File: config.mk
export PLATFORM = sky130hd
export DESIGN_NAME = cmdint_status_unit
export DESIGN_NICKNAME = d
export VERILOG_FILES = /design/src/rtl/cmdint_pkg.sv /design/src/rtl/cmdint_regdec.sv /design/src/rtl/cmdint_flag_bank.sv /design/src/rtl/cmdint_mask_ctl.sv /design/src/rtl/cmdint_status_unit.sv
export SDC_FILE = /design/constraint.sdc
export NUM_CORES = 1
export LEC_CHECK = 0
export BUFFER_PORTS_ARGS = -buffer_cell sky130_fd_sc_hd__buf_2
export CORE_UTILIZATION = 30
export CTS_CLUSTER_DIAMETER = 50
export DETAILED_ROUTE_END_ITERATION = 7
export PLACE_DENSITY_LB_ADDON = 0.3
export REMOVE_ABC_BUFFERS = 1
export SLEW_MARGIN = 10
export SYNTH_ARGS = -nofsm -noshare
export SYNTH_HDL_FRONTEND = slang
export SYNTH_SLANG_ARGS = --single-unit
File: constraint.sdc
create_clock -name clk -period 1.2 [get_ports clk]
set_clock_uncertainty 0.2 [all_clocks]
set_input_delay 0.06 -clock clk [delete_from_list [all_inputs] [get_ports clk]]
set_output_delay 0.06 -clock clk [all_outputs]
set_load 0.05 [all_outputs]
File: src/rtl/cmdint_pkg.sv
package cmdint_pkg;

  // Register byte offsets on the status port
  localparam int unsigned OFS_RAW    = 'h00;
  localparam int unsigned OFS_MASKED = 'h04;
  localparam int unsigned OFS_MSET   = 'h08;
  localparam int unsigned OFS_MCLR   = 'h0C;
  localparam int unsigned OFS_CTRL   = 'h10;

  typedef enum logic [2:0] {
    SEL_NONE,
    SEL_RAW,
    SEL_MASKED,
    SEL_MSET,
    SEL_MCLR,
    SEL_CTRL
  } reg_sel_e;

  typedef struct packed {
    logic status_wr;  // write to raw or masked view
    logic mset_wr;
    logic mclr_wr;
    logic ctrl_wr;
  } wr_strobe_t;

endpackage

File: src/rtl/cmdint_regdec.sv
module cmdint_regdec
  import cmdint_pkg::*;
#(
  parameter int ADDR_W = 5
) (
  input  logic [ADDR_W-1:0] addr,
  input  logic              wr,
  output reg_sel_e          sel,
  output wr_strobe_t        strb
);

  always_comb begin
    sel = SEL_NONE;
    if (int'(addr) == OFS_RAW)         sel = SEL_RAW;
    else if (int'(addr) == OFS_MASKED) sel = SEL_MASKED;
    else if (int'(addr) == OFS_MSET)   sel = SEL_MSET;
    else if (int'(addr) == OFS_MCLR)   sel = SEL_MCLR;
    else if (int'(addr) == OFS_CTRL)   sel = SEL_CTRL;
  end

  always_comb begin
    strb           = '0;
    strb.status_wr = wr && (sel == SEL_RAW || sel == SEL_MASKED);
    strb.mset_wr   = wr && (sel == SEL_MSET);
    strb.mclr_wr   = wr && (sel == SEL_MCLR);
    strb.ctrl_wr   = wr && (sel == SEL_CTRL);
  end

  always_comb begin
    assert ($countones({strb.status_wr, strb.mset_wr, strb.mclr_wr, strb.ctrl_wr}) <= 1)
      else $error("AST_ONE_STROBE");
  end

endmodule

File: src/rtl/cmdint_flag_bank.sv
module cmdint_flag_bank #(
  parameter int NCH = 2
) (
  input  logic           clk,
  input  logic           rst_n,
  input  logic [NCH-1:0] done,
  input  logic           status_wr,
  input  logic           test_en,
  input  logic [NCH-1:0] wbits,
  output logic [NCH-1:0] flags
);

  for (genvar i = 0; i < NCH; i++) begin : g_ch
    logic nxt;

    always_comb begin
      nxt = flags[i];
      if (status_wr && wbits[i]) nxt = test_en;
      if (done[i])               nxt = 1'b1;  // new event has priority
    end

    always_ff @(posedge clk or negedge rst_n) begin
      if (!rst_n) flags[i] <= 1'b0;
      else        flags[i] <= nxt;
    end

    AST_EVENT_SETS: assert property (@(posedge clk) disable iff (!rst_n)
      done[i] |=> flags[i]);
    AST_W1C: assert property (@(posedge clk) disable iff (!rst_n)
      (status_wr && wbits[i] && !test_en && !done[i]) |=> !flags[i]);
    AST_TEST_SET: assert property (@(posedge clk) disable iff (!rst_n)
      (status_wr && wbits[i] && test_en) |=> flags[i]);
    AST_ZERO_HOLDS: assert property (@(posedge clk) disable iff (!rst_n)
      (!done[i] && !(status_wr && wbits[i])) |=> $stable(flags[i]));
    AST_EVENT_WINS: assert property (@(posedge clk) disable iff (!rst_n)
      (done[i] && status_wr && wbits[i]) |=> flags[i]);
  end

endmodule

File: src/rtl/cmdint_mask_ctl.sv
module cmdint_mask_ctl #(
  parameter int NCH = 2
) (
  input  logic           clk,
  input  logic           rst_n,
  input  logic           set_wr,
  input  logic           clr_wr,
  input  logic [NCH-1:0] wbits,
  output logic [NCH-1:0] mask
);

  always_ff @(posedge clk or negedge rst_n) begin
    if (!rst_n)      mask <= '0;
    else if (set_wr) mask <= mask | wbits;
    else if (clr_wr) mask <= mask & ~wbits;
  end

  AST_SET_ONLY_RAISES: assert property (@(posedge clk) disable iff (!rst_n)
    set_wr |=> ((mask & $past(mask)) == $past(mask)));
  AST_CLR_ONLY_LOWERS: assert property (@(posedge clk) disable iff (!rst_n)
    clr_wr |=> ((mask & ~$past(mask)) == '0));
  AST_MASK_QUIET: assert property (@(posedge clk) disable iff (!rst_n)
    (!set_wr && !clr_wr) |=> $stable(mask));

endmodule

File: src/rtl/cmdint_status_unit.sv
module cmdint_status_unit
  import cmdint_pkg::*;
#(
  parameter int NCH    = 2,
  parameter int DATA_W = 32,
  parameter int ADDR_W = 5
) (
  input  logic              clk,
  input  logic              rst_n,
  input  logic [NCH-1:0]    cmd_done,
  input  logic              reg_wr,
  input  logic [ADDR_W-1:0] reg_addr,
  input  logic [DATA_W-1:0] reg_wdata,
  output logic [DATA_W-1:0] reg_rdata,
  output logic              irq
);

  localparam int PAD_W = DATA_W - NCH;

  reg_sel_e       sel;
  wr_strobe_t     strb;
  logic [NCH-1:0] flag_q;
  logic [NCH-1:0] mask_q;
  logic           test_en_q;
  logic [NCH-1:0] wbits;

  assign wbits = reg_wdata[NCH-1:0];

  cmdint_regdec #(.ADDR_W(ADDR_W)) u_dec (
    .addr (reg_addr),
    .wr   (reg_wr),
    .sel  (sel),
    .strb (strb)
  );

  cmdint_flag_bank #(.NCH(NCH)) u_flags (
    .clk       (clk),
    .rst_n     (rst_n),
    .done      (cmd_done),
    .status_wr (strb.status_wr),
    .test_en   (test_en_q),
    .wbits     (wbits),
    .flags     (flag_q)
  );

  cmdint_mask_ctl #(.NCH(NCH)) u_mask (
    .clk    (clk),
    .rst_n  (rst_n),
    .set_wr (strb.mset_wr),
    .clr_wr (strb.mclr_wr),
    .wbits  (wbits),
    .mask   (mask_q)
  );

  // Local control register: bit 0 is the test enable
  always_ff @(posedge clk or negedge rst_n) begin
    if (!rst_n)            test_en_q <= 1'b0;
    else if (strb.ctrl_wr) test_en_q <= reg_wdata[0];
  end

  // Registered interrupt request
  always_ff @(posedge clk or negedge rst_n) begin
    if (!rst_n) irq <= 1'b0;
    else        irq <= |(flag_q & mask_q);
  end

  // Read mux
  always_comb begin
    unique case (sel)
      SEL_RAW:           reg_rdata = {{PAD_W{1'b0}}, flag_q};
      SEL_MASKED:        reg_rdata = {{PAD_W{1'b0}}, flag_q & mask_q};
      SEL_MSET, SEL_MCLR: reg_rdata = {{PAD_W{1'b0}}, mask_q};
      SEL_CTRL:          reg_rdata = {{(DATA_W-1){1'b0}}, test_en_q};
      default:           reg_rdata = '0;
    endcase
  end

  AST_RSVD_ZERO: assert property (@(posedge clk) disable iff (!rst_n)
    (sel == SEL_RAW || sel == SEL_MASKED) |-> (reg_rdata[DATA_W-1:NCH] == '0));
  AST_MASKED_SUBSET: assert property (@(posedge clk) disable iff (!rst_n)
    (sel == SEL_MASKED) |-> ((reg_rdata[NCH-1:0] & ~mask_q) == '0));
  AST_IRQ_LAG: assert property (@(posedge clk) disable iff (!rst_n)
    1'b1 |=> (irq == $past(|(flag_q & mask_q))));
  AST_CTRL_RSVD: assert property (@(posedge clk) disable iff (!rst_n)
    (sel == SEL_CTRL) |-> (reg_rdata[DATA_W-1:1] == '0));
  AST_UNMAPPED_ZERO: assert property (@(posedge clk) disable iff (!rst_n)
    (sel == SEL_NONE) |-> (reg_rdata == '0));

endmodule

==> metrics.csv, run 1 <==
metric,value,unit
CTS Sinks,6,
DPL Wire Length,760.4,um
most frequent cell after synthesis,buf_4,
nets@finish,140,
CTS tree,yes,
share of cells above drive strength 1,0.3125,
core area,0.001727,mm^2
die height,45.03,um
MaxCap Viol Count,0,
first-pass GRT wire length,1.725,mm
area taken by multi-input logic gates,292.8,um^2
Static Leak,0.3767,nW
top post-synthesis cells by count,"30 x buf_4, 7 x nor2_1, 6 x dfrtp_1",
design area,729.5,um^2
Post-synth EDFFs,0,
post-route clock period utilization,1.089,
final hold viol count,2,
Min-Delay Path Class,primary input to register,
Longest Clk Path Bufs,2,
f_max,765.4,MHz
Worst-Skew Late Latency,0.24,ns
IO Count,75,
drt first pass iters,2,
die extent in x,45.03,um
Post-DRT Antenna Nets,0,
Reg area,150.1,um^2
Layout area overhead,31.31,%
I/O Buffers,14,
crit-path max FO,3,
vias per cell,3.876,
synthesized flop and latch total,6,
GRT Residual Overflow,0,
Area after DPL,559.3,um^2
Inserted Clock Buffers,3,
"Distinct cells, synth",17,
wire per inst,8.901,um
startpoint type of the worst setup path,register,
Synth area leader,buf_4,
Syn Std Cell Area,555.5,um^2
sequential area share after synthesis,0.2703,
"Core Util, Final",0.4225,
DRC Markers,0,
Starting Density,0.3217,
# rows,15,
die area,0.002028,mm^2
Root Driver,clkbuf_4,
Post-Synthesis Cells,65,
pins over their slew limit,0,
dpl ws,-0.1780,ns
via count,469,
Pwr Density,1178,mW/mm^2
Final WS setup,-0.1065,ns
peak supply drop,0.4548,mV
RD Place Congestion,0.6662,
Synth Area per Inst,8.547,um^2
Setup TNS,-0.1841,ns
failing checks,"negative hold slack, negative setup slack",
Worst Hold Slack,-0.01447,ns
area share of the largest cell type after synthesis,0.4054,
CP max stage delay,0.38,ns
top post-synthesis cells by area,"buf_4 41%, dfrtp_1 27%, nor2_1 4.7%",
vias in the first global route,417,
Async SR Flop Fraction,1.000,
crit-path cells,"o22ai_2, o21ai_2, buf_6",
CP max stage cell,dfrtp_1,
final wirelength,1.077,mm
Critical Path RT,0.94,ns
diodes inserted,0,
largest net degree at the start of global routing,8,
fin crit period,1.307,ns
GRT Util Overall,0.1227,
most common flop cell mapped by yosys,dfrtp_1,
synth warn,0,
crit end category,output pin,
status,"finished, violations left",
unrepaired setup endpoints after global routing,yes,
Starting DRT DRC Count,6,
antenna violations before repair,0,
"Reg clk slew, reported paths",0.05,ns
CP Class,register to output pin,
Crit path arrival time,1.05,ns
Final setup viols,2,
CTS H-tree lvls,1,
Layout fillers,192,
==> area by class of cell <==
class                           instances  area share
Timing Repair Buffer                   30      0.3190
Multi-Input combinational cell         57      0.4014
Tap cell                               25     0.04288
Clock buffer                            3     0.03087
Sequential cell                         6      0.2058
==> metrics by stage <==
stage	std cells	power [mW]
2_1_floorplan	63	0.5438
3_3_place_gp	106	0.6063
3_5_place_dp	106	0.6072
4_1_cts	122	0.8500
5_1_grt	121	0.9121
6_report	121	0.8591
==> report_power, final <==
part / switching (mW) / leakage (nW) / internal (mW)
Sequential: 0.0160 / 0.0686 / 0.232
Clock: 0.0782 / 0.0138 / 0.114
Combinational: 0.316 / 0.294 / 0.103
Total: 0.410 / 0.377 / 0.449
==> routing by layer <==
metal / GRT usage / routed length, um / up-vias
met5: 0 / 0 / -
met4: 0.01818 / 0 / 0
met3: 0.07200 / 90 / 0
met2: 0.2174 / 586 / 24
met1: 0.1266 / 399 / 224
li1: - / - / 221
==> cells in the final DEF (no fill, tap or decap) <==
| master | synthesis | final |
|---|---|---|
| a22o_1 | 1 | 1 |
| buf_2 | 0 | 10 |
| buf_4 | 30 | 10 |
| buf_6 | 1 | 2 |
| clkbuf_4 | 0 | 3 |
| conb_1 | 1 | 30 |
| dfrtp_1 | 6 | 6 |
| dlygate4sd3_1 | 0 | 6 |
| dlymetal6s4s_1 | 0 | 2 |
| mux2_1 | 1 | 1 |
| mux2i_1 | 2 | 2 |
| nand2_1 | 2 | 2 |
| nand3_1 | 2 | 2 |
| nand4_1 | 2 | 2 |
| nor2_1 | 7 | 7 |
| nor3_2 | 2 | 2 |
| o21ai_0 | 2 | 2 |
| o21ai_2 | 0 | 1 |
| o22ai_1 | 2 | 1 |
| o22ai_2 | 0 | 1 |
| o31ai_1 | 2 | 2 |
| or3_4 | 0 | 1 |
==> timing repair <==
item / CTS / global route
buffers inserted: 4 / 2
hold buffers: 9 / 0
cloned: 0 / 0
hold endpoints to repair: 11 / 0
endpoints found under the setup margin: 2 / 6
gates resized for setup: 5 / 4
pin swaps: 1 / 4
==> worst max-delay path, delay by kind of cell (launching register included) <==
| family | cells | cell delay, ns |
|---|---|---|
| compound gates | 2 | 0.25 |
| flops | 1 | 0.38 |
| buf+inv | 1 | 0.17 |
==> final timing paths <==
path,start,end,slack [ns],depth (start not counted)
setup / recovery,register,reg_rdata[0],-0.11,3
hold / removal,reg_wdata[0],test_en_q,-0.01,2
setup reg to reg,u_flags.flags[1],irq,0.05,3
hold reg to reg,register,register,0.39,2
max in group asynchronous,rst_n,u_flags.flags[0],0.14,3
min in group asynchronous,rst_n,irq,0.51,3
==> kinds of logic after synthesis <==
family / synth area share
and+or+nand+nor: 0.1487
other: 0.006750
AOI/OAI and AO/OA: 0.09233
DFF: 0.2703
muxes: 0.05631
buffers and inverters: 0.4257
Note: power is estimated with default switching activity, not from simulation.
==> inputs of run 2 (changes only) <==
--- a/config.mk
+++ b/config.mk
@@ -5,13 +5,16 @@
 export SDC_FILE = /design/constraint.sdc
 export NUM_CORES = 1
 export LEC_CHECK = 0
+export ABC_AREA = 1
 export BUFFER_PORTS_ARGS = -buffer_cell sky130_fd_sc_hd__buf_2
-export CORE_UTILIZATION = 30
+export CORE_UTILIZATION = 33
 export CTS_CLUSTER_DIAMETER = 50
 export DETAILED_ROUTE_END_ITERATION = 7
 export PLACE_DENSITY_LB_ADDON = 0.3
 export REMOVE_ABC_BUFFERS = 1
+export SETUP_SLACK_MARGIN = 0.4
 export SLEW_MARGIN = 10
 export SYNTH_ARGS = -nofsm -noshare
 export SYNTH_HDL_FRONTEND = slang
+export SYNTH_HIERARCHICAL = 1
 export SYNTH_SLANG_ARGS = --single-unit
==> metrics.csv, run 2 <==
metric,value,unit,change
Layout fillers,195,,was 192
die extent in x,46.96,um,was 45.03 um
crit end category,output pin,,unchanged
synthesized flop and latch total,6,,unchanged
unrepaired setup endpoints after global routing,yes,,unchanged
fin crit period,1.351,ns,was 1.307 ns
most frequent cells in the layout,"30 x conb_1, 22 x nand2_1, 10 x inv_1",,"was 30 x conb_1, 10 x buf_2, 10 x buf_4"
Critical Path RT,0.94,ns,about the same
RR Startpoint,test_en_q,,was u_flags.flags[1]
GRT Residual Overflow,0,,unchanged
die area,0.002205,mm^2,was 0.002028 mm^2
Worst-Skew Late Latency,0.24,ns,about the same
synth warn,6,,was 0
Pwr Total,0.9209,mW,was 0.8591 mW
post-route clock period utilization,1.125,,was 1.089
pins over their slew limit,0,,unchanged
core area,0.001802,mm^2,was 0.001727 mm^2
routing usage on met3,0.05769,,was 0.07200
final hold viol count,11,,was 2
Synth Area per Inst,6.351,um^2,was 8.547 um^2
startpoint type of the worst setup path,primary input,,was register
peak supply drop,0.6830,mV,was 0.4548 mV
I/O Buffers,14,,unchanged
MaxCap Viol Count,0,,unchanged
final wirelength,1.480,mm,was 1.077 mm
Final setup viols,2,,unchanged
share of cells above drive strength 1,0.4000,,was 0.3125
top post-synthesis cells by area,"buf_4 34%, dfrtp_1 23%, nand2_1 16%",,"was buf_4 41%, dfrtp_1 27%, nor2_1 4.7%"
CTS H-tree lvls,1,,unchanged
crit-path cells,"buf_2, nor2_2, inv_1, nand2_1, nor2_2, buf_4, nor2_2, nand3_1, nand3_1, buf_6",,"was o22ai_2, o21ai_2, buf_6"
antenna violations before repair,0,,unchanged
CP max stage delay,0.16,ns,was 0.38 ns
Min-Delay Path Class,primary input to register,,unchanged
Layout area overhead,37.52,%,was 31.31%
via count,657,,was 469
Post-DRT Antenna Nets,0,,unchanged
drt first pass iters,4,,was 2
status,"finished, violations left",,unchanged
"Reg clk slew, reported paths",0.04,ns,was 0.05 ns
hold path startpoint,cmd_done[0],,was reg_wdata[0]
WP buf/inv,4,,was 1
GRT Util Overall,0.1384,,was 0.1227
DRC Markers,0,,unchanged
vias per cell,4.106,,was 3.876
CP max stage cell,buf_6,,was dfrtp_1
Post-synth EDFFs,0,,unchanged
cell mode on critical path,nor2_2,,
sequential area share after synthesis,0.2251,,was 0.2703
DPL Wire Length,949.6,um,was 760.4 um
Starting Density,0.3701,,was 0.3217
Top Family by Delay on Critical Path,simple AND/OR/NAND/NOR gates,,was flip-flops
CTS tree,yes,,unchanged
top post-synthesis cells by count,"30 x buf_4, 28 x nand2_1, 12 x inv_1, 12 x nand3_1, 10 x nor2_1",,"was 30 x buf_4, 7 x nor2_1, 6 x dfrtp_1"
RD Place Congestion,0.6939,,was 0.6662
area share of the largest cell type after synthesis,0.3377,,was 0.4054
Final WS setup,-0.1506,ns,was -0.1065 ns
Worst Hold Slack,-0.1835,ns,was -0.01447 ns
met2 Usage GRT,0.2583,,was 0.2174
Crit path arrival time,1.09,ns,was 1.05 ns
Starting DRT DRC Count,3,,was 6
nets@finish,179,,was 140
Post-Synthesis Cells,105,,was 65
vias in the first global route,572,,was 417
f_max,740.4,MHz,was 765.4 MHz
most frequent cell after synthesis,buf_4,,unchanged
Inserted Clock Buffers,3,,unchanged
diodes inserted,0,,unchanged
Longest Clk Path Bufs,2,,unchanged
hold_buf cts,1,,was 9
Pwr Density,1004,mW/mm^2,was 1178 mW/mm^2
CTS Sinks,6,,unchanged
IO Count,75,,unchanged
dpl ws,-0.2775,ns,was -0.1780 ns
CP startpoint,reg_addr[2],,
die height,46.96,um,was 45.03 um
# rows,15,,unchanged
Root Driver,clkbuf_4,,unchanged
Syn Std Cell Area,666.9,um^2,was 555.5 um^2
largest net degree at the start of global routing,7,,was 8
Async SR Flop Fraction,1.000,,unchanged
Synth area leader,buf_4,,unchanged
Top Usage Layer GRT,met2,,unchanged
crit-path max FO,3,,unchanged
"commonest non-fill, non-tap cell in the layout",conb_1,,unchanged
most common flop cell mapped by yosys,dfrtp_1,,unchanged
"Distinct cells, synth",12,,was 17
failing checks,"negative hold slack, negative setup slack",,unchanged
first-pass GRT wire length,2.180,mm,was 1.725 mm
wire per inst,9.250,um,was 8.901 um
Static Leak,0.5090,nW,was 0.3767 nW
R2R setup slack,0.19,ns,was 0.05 ns
CP Class,primary input to output pin,,was register to output pin
met1 usage,0.1422,,was 0.1266
==> run 2: repair_timing <==
action | CTS | global route
resized for setup | 27 | 13
pin swaps | 12 | 10
setup endpoints to repair | 9 | 9
setup buffers | 4 | 2
endpoints found under the hold margin | 11 | 11
==> run 2: path summary, 6_finish.rpt <==
kind / endpoint / depth (start not counted)
worst max register to register: u_flags/flags[1] / 3
min in group asynchronous: u_flags/flags[1] / 2
worst max-delay path: reg_rdata[1] / 10
max in group asynchronous: async pin / 2
worst min-delay path: u_flags/flags[0] / 3
worst min register to register: register / 2
==> run 2: where the power goes <==
part	internal, mW	total (mW)	switching [mW]
clock network	0.113	0.183	0.0704
logic	0.121	0.479	0.358
registers	0.235	0.258	0.0235
==> run 2: layer usage <==
layer	vias to the layer above	part of all wire	routed length, um
met5	-	0	0
met2	37	0.57	841
li1	321	-	-
met4	0	0.013	19
met3	2	0.062	92
met1	297	0.36	526
==> run 2: kinds of logic (layout without fill, tap and decap cells) <==
logic type      count (synthesis)  count (layout)  share of synthesized area
simple gates                   52              52                     0.3358
compound gates                  3               3                    0.02251
buf+inv                        43              44                     0.4109
flops                           6               6                     0.2251
other cells                     1              30                   0.005623
==> run 2: cell type report <==
type / count / area [um^2] / share of cell area
sequential: 6 / 150.1 / 0.1637
clock buffer: 3 / 22.52 / 0.02456
tap: 25 / 31.28 / 0.03411
multi-input combinational: 85 / 434.2 / 0.4734
timing repair buffer: 28 / 227.7 / 0.2483
inverter: 13 / 51.30 / 0.05593
==> run 2: per-stage QoR <==
stage | instance area, um^2 | cells | util | TNS, ns
floorplan | 550.5 | 104 | - | -0.2753
global placement | 704.4 | 150 | 0.3910 | -0.5522
detailed placement | 704.4 | 150 | 0.3910 | -0.7157
CTS | 852.1 | 158 | 0.4729 | -0.2579
global route | 917.1 | 160 | 0.5090 | -0.4255
finish | 917.1 | 160 | 0.5090 | -0.2905
==> run 2: tightest hold or removal path, stage by stage <==
cell and delay, ns:
buf_2 0.07, inv_1 0.03, nand3_1 0.06
==> inputs of run 3 (changes only) <==
==> constraint.sdc (replaced) <==
create_clock -name clk -period 1.5 [get_ports clk]
set_clock_uncertainty 0.2 [all_clocks]
set_input_delay 0.075 -clock clk [delete_from_list [all_inputs] [get_ports clk]]
set_output_delay 0.075 -clock clk [all_outputs]
set_load 0.05 [all_outputs]
==> metrics.csv, run 3 (same netlist as run 2, synthesis figures left out) <==
metric,value,unit,change
via count,588,,was 657
# rows,15,,unchanged
nets@finish,172,,was 179
f_max,747.3,MHz,
share of cells above drive strength 1,0.2734,,was 0.4000
Static Leak,0.4678,nW,was 0.5090 nW
largest net degree at the start of global routing,7,,unchanged
crit-path cells,"inv_2, nand2_1, nand3_1, nand3_1, buf_6",,"was buf_2, nor2_2, inv_1, nand2_1, nor2_2, buf_4, nor2_2, nand3_1, nand3_1, buf_6"
startpoint type of the worst setup path,register,,was primary input
CTS Sinks,6,,unchanged
Critical Path RT,1.22,ns,was 0.94 ns
placed insts,144,,was 150
Root Driver,clkbuf_4,,unchanged
die area,0.002205,mm^2,unchanged
pins over their slew limit,0,,unchanged
Crit path arrival time,1.06,ns,was 1.09 ns
CTS tree,yes,,unchanged
GRT Residual Overflow,0,,unchanged
Post-CTS Setup Inserts,0,,was 4
MaxCap Viol Count,0,,unchanged
vias in the first global route,463,,was 572
Inserted Clock Buffers,3,,unchanged
diodes inserted,0,,unchanged
most frequent cells in the layout,"30 x conb_1, 24 x nand2_1, 10 x nand3_1, 10 x inv_1, 8 x buf_2",,"was 30 x conb_1, 22 x nand2_1, 10 x inv_1"
Starting DRT DRC Count,3,,unchanged
"Reg clk slew, reported paths",0.04,ns,about the same
Pwr Density,823.2,mW/mm^2,was 1004 mW/mm^2
WP buf/inv,2,,was 4
design area,840.8,um^2,was 917.1 um^2
CTS H-tree lvls,1,,unchanged
Longest Clk Path Bufs,2,,unchanged
Area after DPL,659.4,um^2,was 704.4 um^2
Worst-Skew Late Latency,0.24,ns,about the same
Layout area overhead,26.08,%,was 37.52%
"Core Util, Final",0.4667,,was 0.5090
status,finished clean,,"was finished, violations left"
Final setup viols,0,,was 2
Top Family by Delay on Critical Path,flip-flops,,was simple AND/OR/NAND/NOR gates
vias per cell,3.843,,was 4.106
Post-DRT Antenna Nets,0,,unchanged
die extent in x,46.96,um,unchanged
die height,46.96,um,unchanged
CP max stage cell,dfrtp_1,,was buf_6
crit-path max FO,3,,unchanged
unrepaired setup endpoints after global routing,yes,,unchanged
first-pass GRT wire length,1.787,mm,was 2.180 mm
RD Place Congestion,0.7504,,was 0.6939
final wirelength,1.119,mm,was 1.480 mm
"commonest non-fill, non-tap cell in the layout",conb_1,,unchanged
DPL Wire Length,897.9,um,was 949.6 um
GRT Util Overall,0.1165,,was 0.1384
core area,0.001802,mm^2,unchanged
Non-Filler Instances,153,,was 160
I/O Buffers,14,,unchanged
drt first pass iters,2,,was 4
crit end category,output pin,,unchanged
post-route clock period utilization,0.8921,,
wire per inst,7.314,um,was 9.250 um
DRC Markers,0,,unchanged
CP max stage delay,0.39,ns,was 0.16 ns
antenna violations before repair,0,,unchanged
fin crit period,1.338,ns,
IO Count,75,,unchanged
CP Class,register to output pin,,was primary input to output pin
peak supply drop,0.5307,mV,was 0.6830 mV
Starting Density,0.3701,,unchanged
cell mode on critical path,nand3_1,,was nor2_2
Min-Delay Path Class,primary input to register,,unchanged
final hold viol count,0,,was 11
-- run 3: worst paths after layout --
check                           from                to  slack (ns)  depth (start not counted)
setup / recovery           test_en_q      reg_rdata[0]        0.16                          5
hold / removal                reg_wr          register        0.02                          5
setup reg to reg           test_en_q  u_flags/flags[1]        0.63                          2
hold reg to reg             register          register        0.30                          2
max in group asynchronous      rst_n  u_flags/flags[1]        0.45                          3
min in group asynchronous      rst_n         async pin        0.54                          3
-- run 3: cell type report --
class	count	area, um^2
fill	185	960.9
multi-input combinational	85	410.4
timing repair buffer	21	175.2
sequential	6	150.1
inverter	13	51.30
tap	25	31.28
clock buffer	3	22.52
-- run 3: routing by layer --
layer  wire [um]  up-vias  global-route usage
met1         424      254              0.1241
met4           0        0             0.01714
met2         616       26              0.2111
li1            -      308                   -
met5           0        -                   0
met3          78        0             0.05769
-- run 3: metrics by stage --
step,hold slack [ns],power [mW],worst slack [ns],TNS [ns]
6_report,0.02024,0.6921,0.1619,0
2_1_floorplan,-0.4206,0.4584,0.1323,0
4_1_cts,0.01646,0.6821,0.1266,0
3_5_place_dp,-0.2945,0.5049,-0.02425,-0.04848
5_1_grt,0.05514,0.7377,0.06843,0
3_3_place_gp,-0.2955,0.5040,0.01275,0
-- run 3: repair_timing --
action                                 CTS  global route
pin swaps                                6             8
endpoints found under the hold margin   11             0
hold buffers                             6             0
setup endpoints to repair                2             9
resized for setup                       14            17
-- run 3: report_power, final --
group	internal, mW	leakage [nW]	switching (mW)	total [mW]
sequential	0.188	0.0664	0.0166	0.204
clock	0.0903	0.0138	0.0548	0.145
combinational	0.0707	0.388	0.272	0.343
-- run 3: worst min-delay path, cell delays in order --
cell	delay, ns
buf_2	0.10
inv_1	0.08
nor2_1	0.07
nand2_1	0.06
nand2_1	0.04
